==> config.mk <==
export PLATFORM = sky130hd
export DESIGN_NAME = tcs_clock_switch
export DESIGN_NICKNAME = d
export VERILOG_FILES = /design/src/rtl/tcs_pkg.sv /design/src/rtl/tcs_tap.sv /design/src/rtl/tcs_regs.sv /design/src/rtl/tcs_clk_ctl.sv /design/src/rtl/tcs_clock_switch.sv
export SDC_FILE = /design/constraint.sdc
export NUM_CORES = 1
export LEC_CHECK = 0
export ABC_AREA = 1
export CAP_MARGIN = 20
export CORE_ASPECT_RATIO = 0.6
export CORE_MARGIN = 2
export CORE_UTILIZATION = 35
export CTS_CLUSTER_SIZE = 40
export DETAILED_ROUTE_END_ITERATION = 6
export DONT_BUFFER_PORTS = 1
export GPL_TIMING_DRIVEN = 0
export HOLD_SLACK_MARGIN = 0.08
export PLACE_DENSITY = 0.46
export SYNTH_ARGS = -nofsm -noshare
export SYNTH_HDL_FRONTEND = slang
export SYNTH_SLANG_ARGS = --single-unit
==> constraint.sdc <==
create_clock -name tck -period 3 [get_ports tck]
set_clock_uncertainty 0.1 [all_clocks]
set_input_delay 0.3 -clock tck [delete_from_list [all_inputs] [get_ports tck]]
set_output_delay 0.3 -clock tck [all_outputs]
set_load 0.02 [all_outputs]
==> src/rtl/tcs_pkg.sv <==
package tcs_pkg;

  typedef enum logic [3:0] {
    ST_TLR, ST_RTI,
    ST_SEL_DR, ST_CAP_DR, ST_SH_DR, ST_EX1_DR, ST_PA_DR, ST_EX2_DR, ST_UPD_DR,
    ST_SEL_IR, ST_CAP_IR, ST_SH_IR, ST_EX1_IR, ST_PA_IR, ST_EX2_IR, ST_UPD_IR
  } tap_st_e;

  localparam int unsigned OPW = 4;
  localparam logic [OPW-1:0] OPC_EXTEST = 4'b0000;
  localparam logic [OPW-1:0] OPC_SCAN_N = 4'b0010;
  localparam logic [OPW-1:0] OPC_INTEST = 4'b1100;
  localparam logic [OPW-1:0] OPC_BYPASS = 4'b1111;

  function automatic tap_st_e tap_next(input tap_st_e s, input logic m);
    case (s)
      ST_TLR:    return m ? ST_TLR    : ST_RTI;
      ST_RTI:    return m ? ST_SEL_DR : ST_RTI;
      ST_SEL_DR: return m ? ST_SEL_IR : ST_CAP_DR;
      ST_CAP_DR: return m ? ST_EX1_DR : ST_SH_DR;
      ST_SH_DR:  return m ? ST_EX1_DR : ST_SH_DR;
      ST_EX1_DR: return m ? ST_UPD_DR : ST_PA_DR;
      ST_PA_DR:  return m ? ST_EX2_DR : ST_PA_DR;
      ST_EX2_DR: return m ? ST_UPD_DR : ST_SH_DR;
      ST_UPD_DR: return m ? ST_SEL_DR : ST_RTI;
      ST_SEL_IR: return m ? ST_TLR    : ST_CAP_IR;
      ST_CAP_IR: return m ? ST_EX1_IR : ST_SH_IR;
      ST_SH_IR:  return m ? ST_EX1_IR : ST_SH_IR;
      ST_EX1_IR: return m ? ST_UPD_IR : ST_PA_IR;
      ST_PA_IR:  return m ? ST_EX2_IR : ST_PA_IR;
      ST_EX2_IR: return m ? ST_UPD_IR : ST_SH_IR;
      default:   return m ? ST_SEL_DR : ST_RTI;
    endcase
  endfunction

endpackage

==> src/rtl/tcs_tap.sv <==
module tcs_tap
  import tcs_pkg::*;
(
  input  logic    tck,
  input  logic    trst_n,
  input  logic    tms,
  output tap_st_e state
);

  always_ff @(posedge tck or negedge trst_n) begin
    if (!trst_n) state <= ST_TLR;
    else         state <= tap_next(state, tms);
  end

endmodule

==> src/rtl/tcs_regs.sv <==
module tcs_regs
  import tcs_pkg::*;
#(
  parameter int unsigned IR_W = 4,
  parameter int unsigned SEL_W = 4,
  parameter logic [IR_W-1:0] OP_BYPASS = 4'b1111,
  parameter logic [IR_W-1:0] OP_SCAN_N = 4'b0010
) (
  input  logic             tck,
  input  logic             trst_n,
  input  logic             tdi,
  input  tap_st_e          state,
  output logic [IR_W-1:0]  ir_q,
  output logic [SEL_W-1:0] chain_q,
  output logic             tdo
);

  localparam logic [IR_W-1:0] IR_CAPTURE = IR_W'(1);

  logic [IR_W-1:0]  ir_sh;
  logic [SEL_W-1:0] sel_sh;
  logic             byp_q;
  logic             scan_sel;

  assign scan_sel = (ir_q == OP_SCAN_N);

  // Instruction path
  always_ff @(posedge tck or negedge trst_n) begin
    if (!trst_n) begin
      ir_sh <= '0;
      ir_q  <= OP_BYPASS;
    end else begin
      case (state)
        ST_TLR:    ir_q  <= OP_BYPASS;
        ST_CAP_IR: ir_sh <= IR_CAPTURE;
        ST_SH_IR:  ir_sh <= {tdi, ir_sh[IR_W-1:1]};
        ST_UPD_IR: ir_q  <= ir_sh;
        default:   ;
      endcase
    end
  end

  // Data path: chain select register or one-bit bypass
  always_ff @(posedge tck or negedge trst_n) begin
    if (!trst_n) begin
      sel_sh  <= '0;
      chain_q <= '0;
      byp_q   <= 1'b0;
    end else begin
      case (state)
        ST_TLR: chain_q <= '0;
        ST_CAP_DR: begin
          sel_sh <= chain_q;
          byp_q  <= 1'b0;
        end
        ST_SH_DR: begin
          if (scan_sel) sel_sh <= {tdi, sel_sh[SEL_W-1:1]};
          else          byp_q  <= tdi;
        end
        ST_UPD_DR: if (scan_sel) chain_q <= sel_sh;
        default: ;
      endcase
    end
  end

  always_comb begin
    case (state)
      ST_SH_IR: tdo = ir_sh[0];
      ST_SH_DR: tdo = scan_sel ? sel_sh[0] : byp_q;
      default:  tdo = 1'b0;
    endcase
  end

endmodule

==> src/rtl/tcs_clk_ctl.sv <==
module tcs_clk_ctl
  import tcs_pkg::*;
#(
  parameter int unsigned IR_W = 4,
  parameter int unsigned SEL_W = 4,
  parameter logic [IR_W-1:0] OP_INTEST = 4'b1100,
  parameter logic [IR_W-1:0] OP_BYPASS = 4'b1111,
  parameter int unsigned DBG_CHAIN = 0
) (
  input  logic             tck,
  input  logic             trst_n,
  input  tap_st_e          state,
  input  logic [IR_W-1:0]  ir_q,
  input  logic [SEL_W-1:0] chain_q,
  input  logic             test_req,
  input  logic             func_clk_req,
  output logic             func_clk_en,
  output logic             dbg_clk_en,
  output logic             test_active,
  output logic             hs_err
);

  localparam logic [SEL_W-1:0] PULSE_CHAIN = SEL_W'(DBG_CHAIN);

  logic req_q;
  logic in_bypass;
  logic enter_ok;
  logic leave_ok;
  logic test_d;
  logic dbg_d;
  logic func_d;
  logic viol;

  assign in_bypass = (ir_q == OP_BYPASS);
  assign enter_ok  = test_req && !func_clk_req;
  assign leave_ok  = !test_req && in_bypass;
  assign test_d    = test_active ? !leave_ok : enter_ok;

  assign dbg_d  = test_active && (state == ST_RTI) && (ir_q == OP_INTEST)
                  && (chain_q == PULSE_CHAIN) && !func_clk_en;
  assign func_d = !test_active && func_clk_req && !dbg_clk_en;
  assign viol   = test_active && func_clk_req && !req_q && !in_bypass;

  always_ff @(posedge tck or negedge trst_n) begin
    if (!trst_n) begin
      req_q       <= 1'b0;
      test_active <= 1'b0;
      dbg_clk_en  <= 1'b0;
      func_clk_en <= 1'b0;
      hs_err      <= 1'b0;
    end else begin
      req_q       <= func_clk_req;
      test_active <= test_d;
      dbg_clk_en  <= dbg_d;
      func_clk_en <= func_d;
      hs_err      <= hs_err | viol;
    end
  end

endmodule

==> src/rtl/tcs_clock_switch.sv <==
module tcs_clock_switch
  import tcs_pkg::*;
#(
  parameter int unsigned IR_W = OPW,
  parameter int unsigned SEL_W = 4,
  parameter logic [IR_W-1:0] OP_SCAN_N = OPC_SCAN_N,
  parameter logic [IR_W-1:0] OP_INTEST = OPC_INTEST,
  parameter logic [IR_W-1:0] OP_BYPASS = OPC_BYPASS,
  parameter int unsigned DBG_CHAIN = 0
) (
  input  logic tck,
  input  logic trst_n,
  input  logic tms,
  input  logic tdi,
  output logic tdo,
  input  logic test_req,
  input  logic func_clk_req,
  output logic func_clk_en,
  output logic dbg_clk_en,
  output logic test_active,
  output logic hs_err
);

  tap_st_e          tap_state;
  logic [IR_W-1:0]  ir_q;
  logic [SEL_W-1:0] chain_q;

  tcs_tap u_tap (
    .tck   (tck),
    .trst_n(trst_n),
    .tms   (tms),
    .state (tap_state)
  );

  tcs_regs #(
    .IR_W(IR_W), .SEL_W(SEL_W), .OP_BYPASS(OP_BYPASS), .OP_SCAN_N(OP_SCAN_N)
  ) u_regs (
    .tck    (tck),
    .trst_n (trst_n),
    .tdi    (tdi),
    .state  (tap_state),
    .ir_q   (ir_q),
    .chain_q(chain_q),
    .tdo    (tdo)
  );

  tcs_clk_ctl #(
    .IR_W(IR_W), .SEL_W(SEL_W), .OP_INTEST(OP_INTEST),
    .OP_BYPASS(OP_BYPASS), .DBG_CHAIN(DBG_CHAIN)
  ) u_ctl (
    .tck         (tck),
    .trst_n      (trst_n),
    .state       (tap_state),
    .ir_q        (ir_q),
    .chain_q     (chain_q),
    .test_req    (test_req),
    .func_clk_req(func_clk_req),
    .func_clk_en (func_clk_en),
    .dbg_clk_en  (dbg_clk_en),
    .test_active (test_active),
    .hs_err      (hs_err)
  );

endmodule

Yosys cells after proc, flatten, opt, wreduce, memory -nomap -nowiden --
Cells that the tools add are included.
Word-level totals: flip-flop bits (word level) 26, input port bits 6, output and inout bits 5, word-level logic and storage cells 87
Cells by class: equality and inequality tests 21, mux-type cells 24, bitwise operators 1, reduce and logical (&&, ||, !) cells 30
Operators by type and width (count):
- $pmux 4 s11 | 1
- $eq 4x4->1 const B | 10
- $pmux 4 s2 | 4
- $mux 4 | 6
- $eq 4x3->1 const B | 4
- $eq 4x2->1 const B | 3
- $logic_and 1x1->1 | 11
- $logic_not 1->1 | 8
- $logic_not 4->1 | 2
- $reduce_bool 2->1 | 4
- $mux 1 | 6
- $mux 2 | 3
- $mux 3 | 2
- $reduce_and 2->1 | 3
- $eq 4x1->1 const B | 1
- $ne 2x1->1 const B | 2
- $pmux 1 s2 | 2
- $reduce_or 2->1 | 2
- $ne 2x2->1 const B | 1
- $or 1x1->1 | 1

Logic depth before layout (Yosys ltp) --
word-level depth 5, gate-level depth with buffers 9, depth with buffers taken out 8

Hierarchy --
Synthesis repeated with hierarchy kept, for this count alone.
Unflattened totals: cells, all modules 231, area total of the unflattened synthesis 1600.3 um^2
Modules (own cells, without submodules):
- tcs_regs | instances 1, cells each 128, area an instance 972.2 um^2, sequential area each 430.4 um^2
- tcs_tap | instances 1, cells each 69, area an instance 382.9 um^2, sequential area each 100.1 um^2
- tcs_clk_ctl | instances 1, cells each 34, area an instance 245.2 um^2, sequential area each 125.1 um^2

Worst setup path before layout --
OpenSTA, ideal clock, no wires.
path type register to output, start register u_tap.state[2], end output port tdo, arrival time 1.064 ns, required time 2.600 ns, path slack 1.536 ns, cell stages (with the launch flop) 7, cells stage by stage dfrtp_1 -> inv_2 -> nor2_4 -> nand2_4 -> inv_2 -> nand3_1 -> nand3_1
On the way: longest elaborated chain between the ends 2, elaborated cells between the ends (all ways) 3
RTL lines:
- start, declared | line tcs_tap.sv:7 | output tap_st_e state
- start signal, assigned | line tcs_tap.sv:12 | else state <= tap_next(state, tms);
- $eq 4x3->1 or $eq 4x4->1 (tied branches) | line tcs_regs.sv:67 | case (state)
- $pmux 1 s2 (*) | line tcs_regs.sv:67
- end, declared | line tcs_clock_switch.sv:15 | output logic tdo,
Every way passes the cells marked *; elsewhere a longest branch is shown, timed or not.

Worst setup path in the final report --
start register u_regs.ir_q[1], end output port tdo
On the way: longest elaborated chain between the ends 3
RTL lines:
- start, declared | line tcs_regs.sv:13 | output logic [IR_W-1:0] ir_q,
- start signal, assigned | line tcs_regs.sv:37 | ST_UPD_IR: ir_q <= ir_sh;
- $eq 4x2->1 | line tcs_regs.sv:25 | assign scan_sel = (ir_q == OP_SCAN_N);
- $mux 1 | line tcs_regs.sv:69 | ST_SH_DR: tdo = scan_sel ? sel_sh[0] : byp_q;
- $pmux 1 s2 | line tcs_regs.sv:67
Every way passes these cells.

==> results by group <==
CTS
  – Skew-Pair Late Insertion Delay: 270 ps
  – Post-cts resize count: 0
  – CTS max path bufs: 2
  – Post-CTS Setup Bufs: 0
  – CTS Hold Bufs: 4
  – CTS root buffer: clkbuf_8
  – Reg clk slew, reported paths: 100 ps
  – Cts bufs inserted: 3
  – Clock Sinks: 26
  – CTS tree: yes
  – Depth of the CTS H-tree: 1

Global route
  – Global-route wire length before repair: 5460 um
  – Pin count of the biggest net entering global routing: 27
  – All-layer global routing usage: 16.0%
  – Vias in the first global route: 1,152
  – Initial antenna violation count: 0
  – Remaining Overflow, GRT: 0

Worst setup path
  – Worst Setup End Kind: output pin
  – Worst setup SP type: flip-flop
  – Worst Path Arrival: 1530 ps
  – Worst Path Required: 2600 ps
  – Reg-to-reg setup timing slack: 1420 ps
  – FF-to-FF Start: u_tap.state[3]
  – Reg2reg path depth: 6
  – Critical Path Fanout Max: 5
  – Kind of critical path: reg2out
  – R2R Path End: u_regs.chain_q[0]

Timing
  – Worst-Margin Slew: 397 ps
  – Fin. Hold Viols: 0
  – Peak Freq: 519 MHz
  – Fin crit share: 64.2%
  – Unrepaired setup endpoints after global routing: no
  – Minimum clock period: 1930 ps
  – Final Max Tran Viols: 0
  – Slew headroom: 73.5%
  – Setup violators final: 0
  – Setup TNS: 0 ps

Cells and area
  – Layout Cells excl Fill: 238
  – ANT cells: 0
  – Post-route cell area: 1580 sq um
  – Commonest cells after routing, fill and taps aside: nand2_1 (57), dfrtp_1 (22), inv_1 (21)
  – Layout net count: 198
  – Commonest non-fill, non-tap cell in the layout: nand2_1
  – Area Overhead vs Synth: 12.9%
  – Layout cells sized above 1: 13.1%

Placement
  – Placed instance area: 1450 sq um
  – PortBufs: 0
  – Routability cong.: 0.873
  – Placed Cells: 230
  – Dpl hpwl: 2380 um

Synthesis
  – Syn avg cell area: 7.62 sq um
  – Yosys cell types: 23
  – Mapped Nets: 189
  – Synthesized flop and latch total: 26
  – Ys Warns: 0
  – Mapped Area: 1400 sq um
  – Sequential share of the synthesized area: 47.0%
  – Post-Syn Instances: 183

Job
  – Max-Cap Viols: 0

Floorplan
  – Die Wd: 85.5 um
  – Die height: 52.9 um
  – Die area: 4520 sq um
  – Core area: 3740 sq um
  – Cell Rows: 17
  – I/O pins: 11
  – Starting Density: 37.3%

Power and ir drop
  – P_sw: 0.561 mW
  – Static leakage: 0.812 nW
  – Pwr dens: 862 nW/um^2
  – Clock share of power: 21.8%
  – Internal power: 0.797 mW
  – Peak supply drop: 0.000390 V
  – Part of the power in registers: 39.4%
  – Switching Fraction: 41.3%
  – Logic pwr share: 38.8%

Route
  – Initial DRT Pass Iterations: 4
  – # DRC: 0
  – Initial DRC Count: 123
  – Drt total wl: 3150 um
  – WL/cell: 13.2 um
  – Number of routed nets with antenna violations: 0
  – Vias/cell: 4.97
  – Vias: 1,184

Hold path
  – Hold_sp: tdi
  – Hold depth: 2
  – Worst Hold End: u_regs.byp_q
  – Hold Path Class: in2reg

Outcome
  – Status: finished, final reports clean
## cell usage after synthesis, drive strengths merged
cell,number,area [sq um]
nand3,15,75.1
o22a,1,8.76
and3,1,7.51
o31ai,1,7.51
nand2,62,255
nor2,18,90.1
o21ai,13,76.3
dfstp,4,105
nor3,7,35.0
nand4,4,25.0
a21oi,6,33.8
o22ai,2,12.5
buf,2,16.3
nor4,1,6.26
dfrtp,22,551
inv,24,90.1
## layer usage
layer	GRT usage [%]	up-vias	share of wire, %
li1	-	606	-
met1	23.8	547	53
met2	23.8	29	40
met3	4.06	2	6.3
met4	2.38	0	0.25
met5	0	-	0
## cells by family after synthesis
| logic type | count (synthesis) | share of synthesized area (%) |
|---|---|---|
| buffers and inverters | 26 | 7.62 |
| and+or+nand+nor | 108 | 35.4 |
| AOI/OAI and AO/OA | 23 | 9.96 |
| DFF | 26 | 47.0 |
## cell type report
cell class,count,area (sq um)
clock buffer,3,41.3
sequential,26,656
timing repair buffer,4,50.0
clock inverter,1,30.0
inverter,24,90.1
tap,47,58.8
fill,403,2170
multi-input combinational,131,633
buffer,2,16.3
## critical path: stages (launching register included)
cell	delay, ps
dfstp_2	600
nand2_1	60
nor3_1	250
nand3_1	120
nand3_1	220
## worst max-delay path by stage
stage | start | endpoint | slack (ps)
after detailed placement | u_regs.ir_q[1] | tdo | 1370
after CTS | u_regs.ir_q[1] | tdo | 1050
after global routing | u_regs.ir_q[1] | tdo | 960
final | u_regs.ir_q[1] | tdo | 1070
after floorplan | u_tap.state[2] | tdo | 1540
after global placement | u_regs.ir_q[1] | tdo | 1350
## metrics by stage
stage | util (%) | total power [mW] | worst slack (ps) | hold slack (ps)
floorplan | - | 0.935 | 1540 | -95.6
global placement | 38.8 | 1.05 | 1350 | -95.1
detailed placement | 38.8 | 1.06 | 1370 | -95.2
CTS | 42.1 | 1.37 | 1050 | 95.5
global route | 42.1 | 1.48 | 955 | 101
finish | 42.1 | 1.36 | 1070 | 101
## power by group through the flow
stage | Sequential (mW) | Combinational, mW | Clock, mW
after CTS | 0.536 | 0.530 | 0.306
after floorplan | 0.520 | 0.416 | 0
after global routing | 0.551 | 0.605 | 0.323
final | 0.535 | 0.526 | 0.296
after detailed placement | 0.544 | 0.513 | 0
after global placement | 0.540 | 0.512 | 0
## state kept, by name, indices dropped and copies added, names as in the netlist
name               count
u_regs.byp_q           1
u_ctl.func_clk_en      1
u_regs.ir_sh           4
u_regs.sel_sh          4
u_ctl.req_q            1
u_regs.chain_q         4
u_ctl.dbg_clk_en       1
u_tap.state            4
u_regs.ir_q            4
u_ctl.test_active      1
u_ctl.hs_err           1
(Power assumes the default switching activity.)
